[config.mk]
export PLATFORM = sky130hd
export DESIGN_NAME = bitser_combiner
export DESIGN_NICKNAME = d
export VERILOG_FILES = /design/src/rtl/bitser_combiner_pkg.sv /design/src/rtl/cmb_sum_slice.sv /design/src/rtl/cmb_max_slice.sv /design/src/rtl/cmb_word_tracker.sv /design/src/rtl/bitser_combiner.sv
export SDC_FILE = /design/constraint.sdc
export NUM_CORES = 1
export LEC_CHECK = 0
export BUFFER_PORTS_ARGS = -buffer_cell sky130_fd_sc_hd__buf_2
export CAP_MARGIN = 20
export CORE_MARGIN = 2
export CORE_UTILIZATION = 52
export CTS_BUF_LIST = sky130_fd_sc_hd__clkbuf_4 sky130_fd_sc_hd__clkbuf_8 sky130_fd_sc_hd__clkbuf_16
export DETAILED_ROUTE_END_ITERATION = 8
export PLACE_DENSITY = 0.75
export REMOVE_ABC_BUFFERS = 1
export SYNTH_ARGS = -nofsm -noshare
export SYNTH_HDL_FRONTEND = slang
export SYNTH_HIERARCHICAL = 1
export SYNTH_SLANG_ARGS = --single-unit
export TNS_END_PERCENT = 10
[constraint.sdc]
create_clock -name clk -period 3.7 [get_ports clk]
set_clock_uncertainty 0.2 [all_clocks]
set_input_delay 1.11 -clock clk [delete_from_list [all_inputs] [get_ports clk]]
set_output_delay 1.11 -clock clk [all_outputs]
set_load 0.01 [all_outputs]
[src/rtl/bitser_combiner_pkg.sv]
package bitser_combiner_pkg;
  typedef enum logic {
    OP_SUM = 1'b0,
    OP_MAX = 1'b1
  } op_e;
endpackage

[src/rtl/cmb_sum_slice.sv]
// Serial adder across N_LINKS lines with a multi-bit running carry.
module cmb_sum_slice #(
  parameter int N_LINKS = 7,
  localparam int CW = $clog2(N_LINKS + 1)
) (
  input  logic               clk,
  input  logic               rst_n,
  input  logic               en,
  input  logic               start,
  input  logic [N_LINKS-1:0] bits_i,
  output logic               bit_o
);
  logic [CW-1:0] carry_q, carry_d;
  logic [CW:0]   total;

  always_comb begin
    total = (start ? '0 : {1'b0, carry_q});
    for (int i = 0; i < N_LINKS; i++) begin
      total = total + {{CW{1'b0}}, bits_i[i]};
    end
    bit_o   = total[0];
    carry_d = total[CW:1];
  end

  always_ff @(posedge clk or negedge rst_n) begin
    if (!rst_n) begin
      carry_q <= '0;
    end else if (en) begin
      carry_q <= carry_d;
    end
  end
endmodule

[src/rtl/cmb_max_slice.sv]
// Serial unsigned maximum: MSB first, candidate elimination per link.
module cmb_max_slice #(
  parameter int N_LINKS = 7
) (
  input  logic               clk,
  input  logic               rst_n,
  input  logic               en,
  input  logic               start,
  input  logic [N_LINKS-1:0] bits_i,
  input  logic [N_LINKS-1:0] mask_i,
  output logic               bit_o
);
  logic [N_LINKS-1:0] cand_q, cand_d, cand_cur, ones;

  always_comb begin
    cand_cur = start ? mask_i : cand_q;
    ones     = bits_i & cand_cur;
    bit_o    = |ones;
    cand_d   = bit_o ? ones : cand_cur;
  end

  always_ff @(posedge clk or negedge rst_n) begin
    if (!rst_n) begin
      cand_q <= '0;
    end else if (en) begin
      cand_q <= cand_d;
    end
  end
endmodule

[src/rtl/cmb_word_tracker.sv]
// Bit position counter and result deserializer.
module cmb_word_tracker
  import bitser_combiner_pkg::*;
#(
  parameter int WORD_W = 32,
  localparam int IW = $clog2(WORD_W)
) (
  input  logic              clk,
  input  logic              rst_n,
  input  logic              start,
  input  op_e               op,
  input  logic              bit_i,
  output logic              live_o,
  output logic [WORD_W-1:0] par_o,
  output logic              par_valid_o
);
  logic              active_q, active_d;
  logic [IW-1:0]     cnt_q, cnt_d, idx_cur;
  logic [WORD_W-1:0] acc_q, acc_d, par_q, par_d;
  logic              last, valid_q;

  always_comb begin
    idx_cur  = start ? '0 : cnt_q;
    live_o   = start | active_q;
    last     = live_o && (idx_cur == IW'(WORD_W - 1));
    active_d = live_o && !last;
    cnt_d    = live_o ? idx_cur + 1'b1 : cnt_q;
    acc_d    = acc_q;
    if (live_o) begin
      if (op == OP_SUM) acc_d = {bit_i, acc_q[WORD_W-1:1]};
      else              acc_d = {acc_q[WORD_W-2:0], bit_i};
    end
    par_d = last ? acc_d : par_q;
  end

  always_ff @(posedge clk or negedge rst_n) begin
    if (!rst_n) begin
      active_q <= 1'b0;
      cnt_q    <= '0;
      acc_q    <= '0;
      par_q    <= '0;
      valid_q  <= 1'b0;
    end else begin
      active_q <= active_d;
      valid_q  <= last;
      if (live_o) begin
        cnt_q <= cnt_d;
        acc_q <= acc_d;
      end
      if (last) begin
        par_q <= par_d;
      end
    end
  end

  assign par_o       = par_q;
  assign par_valid_o = valid_q;
endmodule

[src/rtl/bitser_combiner.sv]
module bitser_combiner
  import bitser_combiner_pkg::*;
#(
  parameter int N_LINKS = 7,
  parameter int WORD_W  = 32
) (
  input  logic               clk,
  input  logic               rst_n,
  input  logic               frame_in,
  input  logic [N_LINKS-1:0] ser_in,
  input  logic [N_LINKS-1:0] in_mask,
  input  logic               mode,
  output logic               ser_out,
  output logic               frame_out,
  output logic [WORD_W-1:0]  par_out,
  output logic               par_valid
);
  op_e                mode_q;
  logic [N_LINKS-1:0] mask_q;
  op_e                eff_mode;
  logic [N_LINKS-1:0] eff_mask;
  logic               live;
  logic               sum_bit, max_bit, res_bit;
  logic               ser_d;
  logic               ser_q, frame_q;

  always_comb begin
    eff_mode = frame_in ? op_e'(mode) : mode_q;
    eff_mask = frame_in ? in_mask : mask_q;
    res_bit  = (eff_mode == OP_SUM) ? sum_bit : max_bit;
    ser_d    = live & res_bit;
  end

  cmb_sum_slice #(.N_LINKS(N_LINKS)) u_sum (
    .clk    (clk),
    .rst_n  (rst_n),
    .en     (live),
    .start  (frame_in),
    .bits_i (ser_in & eff_mask),
    .bit_o  (sum_bit)
  );

  cmb_max_slice #(.N_LINKS(N_LINKS)) u_max (
    .clk    (clk),
    .rst_n  (rst_n),
    .en     (live),
    .start  (frame_in),
    .bits_i (ser_in),
    .mask_i (eff_mask),
    .bit_o  (max_bit)
  );

  cmb_word_tracker #(.WORD_W(WORD_W)) u_track (
    .clk         (clk),
    .rst_n       (rst_n),
    .start       (frame_in),
    .op          (eff_mode),
    .bit_i       (res_bit),
    .live_o      (live),
    .par_o       (par_out),
    .par_valid_o (par_valid)
  );

  always_ff @(posedge clk or negedge rst_n) begin
    if (!rst_n) begin
      mode_q  <= OP_SUM;
      mask_q  <= '0;
      ser_q   <= 1'b0;
      frame_q <= 1'b0;
    end else begin
      ser_q   <= ser_d;
      frame_q <= frame_in;
      if (frame_in) begin
        mode_q <= op_e'(mode);
        mask_q <= in_mask;
      end
    end
  end

  assign ser_out   = ser_q;
  assign frame_out = frame_q;
endmodule

# == After elaboration in Yosys (flattened, before gate mapping) ==
# Index checks and enable logic that the tools add are counted.
# op_classes
addsub,8
eq_ne,1
mux,9
n_bitwise,4
n_reduce_logical,4
# ops
operator,count
$mux 32,2
$add 4x1->4,7
$mux 7,3
$and 7x7->7,2
$reduce_or 7->1,1
$add 5x1->5 const B,1
$eq 5x5->1 const B,1
$mux 5,1
$mux 3,1
$logic_and 1x1->1,2
$mux 1,2
$and 1x1->1,1
$logic_not 1->1,1
$or 1x1->1,1
# totals
register_bits,91
in_bits,18

# == Logic depth before layout (Yosys ltp) ==
# Gate-level depths: netlist of run 1.
# logic_depth
depth_word,12
mapped_depth,12
depth_no_buf,11

# == By module ==
# Netlist of run 1, hierarchy kept.
# by_module_without_submodules
mod,instances,cells_per_inst,area_per_inst_um2,seq_area_each_um2
cmb_word_tracker,1,271,2944.1,1776.7
cmb_max_slice,1,49,469.2,175.2
bitser_combiner,1,31,446.7,250.2
cmb_sum_slice,1,34,365.4,75.1

# == Worst setup path before layout of run 1 ==
# OpenSTA, ideal clock, no wires.
# synth_timing
path_type,in2reg
start,in frame_in
end,reg u_sum.carry_q[0]
setup_time_ns,0.127
arrival_ns,4.173
setup_slack_ns,-0.800
stages,11
cell_sequence,buf_6 mux2_2 and2_1 fa_1 inv_1 fa_1 inv_1 fa_1 ha_1 fa_1 mux2_1
# synth_between
elab_chain_len,9
# synth_rtl
element,line_no,rtl
"start, declared",bitser_combiner.sv:9,"input logic frame_in,"
$mux 7,--,
via eff_mask[0],bitser_combiner.sv:21,logic [N_LINKS-1:0] eff_mask;
$and 7x7->7,bitser_combiner.sv:39,".bits_i (ser_in & eff_mask),"
$add 4x1->4 (7 in a row),cmb_sum_slice.sv:19,"total = total + {{CW{1'b0}}, bits_i[i]};"
via u_sum.total[1],cmb_sum_slice.sv:14,logic [CW:0] total;
"end signal, assigned",cmb_sum_slice.sv:29,carry_q <= carry_d;
"end, declared",cmb_sum_slice.sv:13,"logic [CW-1:0] carry_q, carry_d;"
# The timed path passes the listed nets, and every way through them passes these cells.
# A chain may end at the register's enable or synchronous reset.

# == Worst setup path in the final report of run 1 ==
# layout_timing
start,in frame_in
end,reg u_track.acc_q[31]
# layout_lines
element,line_no,rtl
$mux 7,--,
via eff_mask[3],bitser_combiner.sv:21,
$and 7x7->7,bitser_combiner.sv:39,
$add 4x1->4 (4 in a row),cmb_sum_slice.sv:19,
via sum_bit,bitser_combiner.sv:23,"logic sum_bit, max_bit, res_bit;"
$mux 1,bitser_combiner.sv:30,res_bit = (eff_mode == OP_SUM) ? sum_bit : max_bit;
via res_bit,bitser_combiner.sv:23,
$mux 32,cmb_word_tracker.sv:30,"if (op == OP_SUM) acc_d = {bit_i, acc_q[WORD_W-1:1]};"
$mux 32,cmb_word_tracker.sv:29,if (live_o) begin
"end signal, assigned",cmb_word_tracker.sv:40,acc_q <= '0;
"end signal, assigned",cmb_word_tracker.sv:48,acc_q <= acc_d;
"end, declared",cmb_word_tracker.sv:19,"logic [WORD_W-1:0] acc_q, acc_d, par_q, par_d;"
# The timed path passes the listed nets, and every way through them passes these cells.

==> impl_metrics.tcl, run 1 <==
set metrics [dict create \
    clock_insertion_delay_worst_skew_ns 0.35 \
    pin_count_of_the_biggest_net_entering_global_routing 66 \
    async_reset_ff_frac 1.00 \
    critical_path_class "input port to flip-flop" \
    post-route-cell-area_mm2 0.00488 \
    yosys_most_used_dff "sky130_fd_sc_hd__dfrtp_1" \
    avgRoutedWirePerCell_um 14.4 \
    antenna_left 0 \
    violations "setup timing" \
    i_o_pin_cnt 53 \
    num-nets-final 473 \
    post_synth_main_area_contributors "sky130_fd_sc_hd__dfrtp_1 (54%), sky130_fd_sc_hd__mux2i_1 (7.8%), sky130_fd_sc_hd__a21oi_1 (4.0%), sky130_fd_sc_hd__o21ai_0 (3.9%), sky130_fd_sc_hd__nand2_1 (3.6%)" \
    vdd_ir_drop_max_mv 0.238 \
    r2r_slack_ns 0.11 \
    worst-endpoint-arrival_ns 4.14 \
    syn_area_per_cell_um2 11.0 \
    synthesized_instance_count 385 \
    hold_fix_buffer_count_after_cts 0 \
    grt_overflow 0 \
    hold-path-endpoint "u_track/par_o[10]$_DFFE_PN0P_" \
    worst_pin_slew_ns 0.691 \
    reg2reg_to "u_track/acc_q[31]$_DFFE_PN0N_" \
    status "complete, but fails checks" \
    max-cap-violations 0 \
    gr-usage-all-layers 0.195 \
    layout_commonest_cell "sky130_fd_sc_hd__dfrtp_1" \
    layout-drive-gt1-share 0.260 \
    die_h_um 94.1 \
    synth-edff-count 0 \
    grt_setup_unrepaired "true" \
    cts-buffers-inserted 9 \
    fp-row-count 32 \
    dpl-instance-area_mm2 0.00463 \
    timing.critical_path.required_ns 3.72 \
    hold_startpoint "u_track/par_o[10]$_DFFE_PN0P_" \
    initial_antenna_violation_count 0 \
    final_hold_viol_count 0 \
    timing.hold.worst.class "flip-flop to flip-flop" \
    hold-worst-slack_ns 0.278 \
    period_share 1.11 \
    synth_cell_types 39 \
    detail_route.wirelength_mm 7.93 \
    grt_pass1_wl_mm 13.4 \
    core_area_mm2 0.00781 \
    root_buffer "sky130_fd_sc_hd__clkbuf_8" \
    timing.critical_path.from_type "input port" \
    ctsHtreeMaxLevel 3 \
    antennaDiodeCount 0 \
    ys_seq_elements 91 \
    total_number_of_vias 2906 \
    pwr_density_cell_mw_per_mm2 550 \
    slew_headroom 0.539 \
    clk_path_buf_depth 2 \
    synth-warning-count 6 \
    fin_ws_ns -0.417 \
    horiz_die_dim_um 94.1 \
    critical_path.startpoint "frame_in" \
    area_delta_synth_final_pct 15.4 \
    cts_tree "built" \
    worstReg2RegStart "mask_q[3]$_DFF_PN0_" \
    clkTransAtPathRegs_ns 0.10 \
    max_clock_freq_mhz 243 \
    hold_path_depth 2 \
    setup.worst_path.end_class "flip-flop" \
    p_leak_uw 0.00247 \
    critical_path_peak_fanout 5 \
    fillers 655 \
    viasPerCell 5.29 \
    post-route-util 0.625 \
    initial_core_util 0.541 \
    grt_pass1_vias 2847 \
    detail_route.drc_violations 0 \
    detail_route.first_pass.iterations 4 \
    fp.dieArea_mm2 0.00886 \
    yosys.area.top_type "sky130_fd_sc_hd__dfrtp_1" \
    dpl.hpwl_mm 5.33 \
    gp_congestion 0.805 \
    min_period_ns 4.12 \
    seq_area_frac_synth 0.539 \
    slew_viol_final 0 \
    drt_iter0_markers 139 \
    syn_area_mm2 0.00423 \
    most-common-layout-cells "sky130_fd_sc_hd__dfrtp_1 (91), sky130_fd_sc_hd__buf_2 (50), sky130_fd_sc_hd__nand2_1 (41)" \
    setup_viol 8 \
    yosys.area.top_type_share 0.539 \
    rr_worst_depth 11 \
    port_buffers 52 \
    number_of_sinks_on_the_clock_net 91 \
]
-- per-layer routing --
metal	track usage	routed length (um)
met1	0.271	3700
met3	0.0305	267
met2	0.308	3880
met4	0.0797	78
met5	0	0
-- worst max-delay path by stage --
stage | end | cells past startpoint
finish | u_track/acc_q[31]$_DFFE_PN0N_ | 12
global route | u_sum/carry_q[0]$_DFFE_PN0P_ | 11
CTS | u_sum/carry_q[0]$_DFFE_PN0P_ | 11
detailed placement | u_sum/carry_q[0]$_DFFE_PN0P_ | 11
global placement | u_sum/carry_q[0]$_DFFE_PN0P_ | 11
floorplan | u_track/par_o[0]$_DFFE_PN0P_ | 2
-- synth_stat cells, drive strengths merged, types with 2 or more instances --
cell	n
dfrtp	91
nand2	41
a21oi	34
mux2i	34
nor2	34
o21ai	33
buf	21
mux2	18
inv	15
ha	8
a31oi	7
and2	7
nor2b	7
o22ai	7
fa	4
clkbuf	3
nand3	3
a22oi	2
and2b	2
xnor2	2
-- power breakdown --
part / total, uW / switching [uW] / leakage, uW / internal [uW]
clock network: 672 / 355 / 0.0000938 / 317
registers: 1380 / 168 / 0.00116 / 1210
logic: 627 / 316 / 0.00122 / 312
-- registers in the layout, summed over array words and instances, names as in the netlist --
signal               count
frame_out                1
u_max/cand_q             7
mode_q                   1
u_track/par_o           32
u_track/par_valid_o      1
u_sum/carry_q            3
u_track/active_q         1
ser_out                  1
u_track/cnt_q            5
u_track/acc_q           32
mask_q                   7
-- through the flow --
stage	power [uW]	setup TNS [ns]	setup WS (ns)	instances
final	2680	-2.53	-0.417	549
after global routing	2860	-2.97	-0.457	549
after CTS	2690	-2.53	-0.457	549
after detailed placement	2000	-6.25	-0.957	533
after global placement	1950	-5.72	-0.873	533
after floorplan	1780	-39.89	-1.12	361
-- layout make-up --
class                           count  area (um2)  share of cell area
Timing Repair Buffer               71         453              0.0929
Multi-Input combinational cell    255        1770               0.362
Tap cell                          102         128              0.0262
Clock inverter                      6        73.8              0.0151
Inverter                           15        56.3              0.0115
Clock buffer                        9         124              0.0254
Sequential cell                    91        2280               0.467
-- timing repair --
action	4_1_cts	5_1_grt
setup buffers	1	0
endpoints found under the setup margin	8	8
gates resized for setup	11	5
pin swaps	7	4
-- worst max-delay path, cell delays in order --
cell and delay, ns:
sky130_fd_sc_hd__buf_8 0.11, sky130_fd_sc_hd__mux2_4 0.30, sky130_fd_sc_hd__and2_4 0.14, sky130_fd_sc_hd__fa_1 0.55, sky130_fd_sc_hd__inv_2 0.04, sky130_fd_sc_hd__fa_1 0.47
sky130_fd_sc_hd__inv_1 0.05, sky130_fd_sc_hd__fa_1 0.50, sky130_fd_sc_hd__ha_2 0.27, sky130_fd_sc_hd__mux2_4 0.28, sky130_fd_sc_hd__mux2i_2 0.20, sky130_fd_sc_hd__a21oi_1 0.11
-- cell families after synthesis --
| logic type | share of synthesized area |
|---|---|
| mux | 0.135 |
| buf+inv | 0.0536 |
| simple gates | 0.105 |
| flops | 0.539 |
| fa+ha+maj | 0.0426 |
| xor+xnor | 0.00622 |
| compound gates | 0.118 |
Note: power is estimated with default switching activity, not from simulation.
==> run 2, diff against run 1 <==
BUFFER_PORTS_ARGS = not set   (was -buffer_cell sky130_fd_sc_hd__buf_2)
CORE_UTILIZATION = 48   (was 52)
DONT_BUFFER_PORTS = 1   (was not set)
PLACE_DENSITY = 0.64   (was 0.75)
==> impl_metrics.tcl, run 2 (same netlist as run 1, synthesis figures left out) <==
set metrics [dict create \
    slew_viol_final 0 \
    p_leak_uw 0.00219 \
    fillers 766 \
    violations "setup timing" \
    slew_headroom 0.623 \
    grt_overflow 0 \
    share_seq_of_total_power 0.505 \
    timing.hold.worst.class "input port to asynchronous set/reset pin" \
    num-nets-final 415 \
    net_switching_power_uw 799 \
    ctsHtreeMaxLevel 3 \
    number_of_sinks_on_the_clock_net 91 \
    cts-buffers-inserted 9 \
    initial_antenna_violation_count 0 \
    register_area_mm2 0.00228 \
    hold_fix_buffer_count_after_cts 0 \
    detail_route.drc_violations 0 \
    min_period_ns 4.03 \
    max-cap-violations 0 \
    area_delta_synth_final_pct 9.09 \
    grt_pass1_wl_mm 12.5 \
    gr-usage-all-layers 0.159 \
    share_clk_of_total_power 0.277 \
    critical_path_buf_inv_count 2 \
    die_h_um 97.8 \
    fin_ws_ns -0.330 \
    total_number_of_vias 2641 \
    hold-worst-slack_ns 0.254 \
    avgRoutedWirePerCell_um 14.9 \
    antennaDiodeCount 0 \
    critical_path_class "input port to flip-flop" \
    gate_family_responsible_for_the_most_delay_along_the_worst_path "adder cells" \
    detail_route.wirelength_mm 7.41 \
    port_buffers 0 \
    worst-endpoint-arrival_ns 4.05 \
    critical_path_peak_fanout 28 \
    cts_tree "built" \
    crit_chain "mux2_4, and2_4, fa_1, inv_2, fa_1, inv_2, fa_1, ha_4, fa_1, mux2_4" \
    setup.worst_path.end_class "flip-flop" \
    initial_core_util 0.489 \
    drt_iter0_markers 107 \
    final_hold_viol_count 0 \
    p_sw_frac 0.293 \
    clk_path_buf_depth 2 \
    core_area_mm2 0.00864 \
    p_int_uw 1930 \
    fp-row-count 34 \
    setup_viol 7 \
    i_o_pin_cnt 53 \
    timing.critical_path.required_ns 3.72 \
    crit_slowest_cell "sky130_fd_sc_hd__fa_1" \
    pin_count_of_the_biggest_net_entering_global_routing 92 \
    critical_path.most_common_cell "sky130_fd_sc_hd__fa_1" \
    multi_input_area_mm2 0.00180 \
    layout-drive-gt1-share 0.162 \
    fp.dieArea_mm2 0.00957 \
    pwr_density_cell_mw_per_mm2 592 \
    timing.critical_path.from_type "input port" \
    most-common-layout-cells "sky130_fd_sc_hd__dfrtp_1 (91), sky130_fd_sc_hd__nand2_1 (41), sky130_fd_sc_hd__nor2_1 (34)" \
    detail_route.first_pass.iterations 8 \
    root_buffer "sky130_fd_sc_hd__clkbuf_8" \
    cpPeakStageDelay_ns 0.56 \
    clkTransAtPathRegs_ns 0.09 \
    status "complete, but fails checks" \
    horiz_die_dim_um 97.8 \
    layout_commonest_cell "sky130_fd_sc_hd__dfrtp_1" \
    viasPerCell 5.30 \
    dp_slack_ns -0.818 \
    period_share 1.09 \
    comb_power_share 0.218 \
    dpl.hpwl_mm 4.83 \
    max_clock_freq_mhz 248 \
    clock_insertion_delay_worst_skew_ns 0.34 \
    grt_setup_unrepaired "true" \
    vdd_ir_drop_max_mv 0.285 \
    worst_pin_slew_ns 0.566 \
    gp_congestion 0.790 \
    antenna_left 0 \
    grt_pass1_vias 2587 \
]
[run 2: cell count changes in the layout (fill, tap and decap cells not counted), sizes merged]
| cell | delta |
|---|---|
| inv | +1 |
| bufinv | +1 |
| clkinv | -1 |
| buf | -58 |
| clkinvlp | -1 |
| clkbuf | +1 |
[run 2: routing by layer]
| metal | wire length (um) | global-route usage | up-vias |
|---|---|---|---|
| met4 | 132 | 0.0620 | 0 |
| met3 | 238 | 0.0293 | 11 |
| met1 | 3510 | 0.216 | 1269 |
| met5 | 0 | 0 | - |
| met2 | 3530 | 0.255 | 43 |
| li1 | - | - | 1318 |
[run 2: worst register-to-register path, stage by stage (launching register included)]
cell	delay, ns
sky130_fd_sc_hd__dfrtp_1	0.38
sky130_fd_sc_hd__mux2_4	0.28
sky130_fd_sc_hd__and2_4	0.14
sky130_fd_sc_hd__fa_1	0.56
sky130_fd_sc_hd__inv_2	0.04
sky130_fd_sc_hd__fa_1	0.49
sky130_fd_sc_hd__inv_2	0.04
sky130_fd_sc_hd__fa_1	0.50
sky130_fd_sc_hd__ha_4	0.19
sky130_fd_sc_hd__fa_1	0.43
sky130_fd_sc_hd__mux2_4	0.26
[run 2: cell type report]
cell class / instances / area share
clock inverter: 6 / 0.0204
clock buffer: 10 / 0.0299
timing repair buffer: 13 / 0.0239
multi-input combinational: 255 / 0.390
inverter: 15 / 0.0122
sequential: 91 / 0.494
tap: 108 / 0.0293
[run 2: power by group through the flow]
stage	logic, uW	clock network (uW)	registers [uW]
floorplan	432	0	1350
CTS	563	792	1380
detailed placement	537	0	1400
global placement	510	0	1390
global route	663	815	1410
finish	594	755	1380
[run 2: stage by stage]
step | instance area [um2] | std cells | setup TNS [ns] | power [uW] | utilization
after floorplan | 4060 | 361 | -39.89 | 1780 | -
after global placement | 4280 | 480 | -4.75 | 1900 | 0.496
after detailed placement | 4280 | 480 | -5.29 | 1930 | 0.496
after CTS | 4550 | 496 | -2.09 | 2730 | 0.527
after global routing | 4610 | 498 | -1.98 | 2890 | 0.534
final | 4610 | 498 | -1.58 | 2730 | 0.534
[run 2: worst paths after layout]
path	startpoint	endpoint	slack, ns	cells past startpoint
setup reg to reg	mask_q[0]$_DFF_PN0_	u_sum/carry_q[0]$_DFFE_PN0P_	0.08	10
hold reg to reg	u_track/cnt_q[4]$_DFFE_PN0N_	u_track/cnt_q[4]$_DFFE_PN0N_	0.31	1
hold / removal	rst_n	u_max/cand_q[0]$_DFFE_PN0P_	0.25	0
min in group clk	u_track/cnt_q[4]$_DFFE_PN0N_	u_track/cnt_q[4]$_DFFE_PN0N_	0.31	1
setup / recovery	frame_in	u_sum/carry_q[0]$_DFFE_PN0P_	-0.33	10
max in group asynchronous	rst_n	ser_out$_DFF_PN0_	2.87	0
[run 2: what timing repair did]
item	CTS	global route
resized for setup	8	10
buffers inserted	0	1
pin swaps	11	7
setup endpoints to repair	7	8
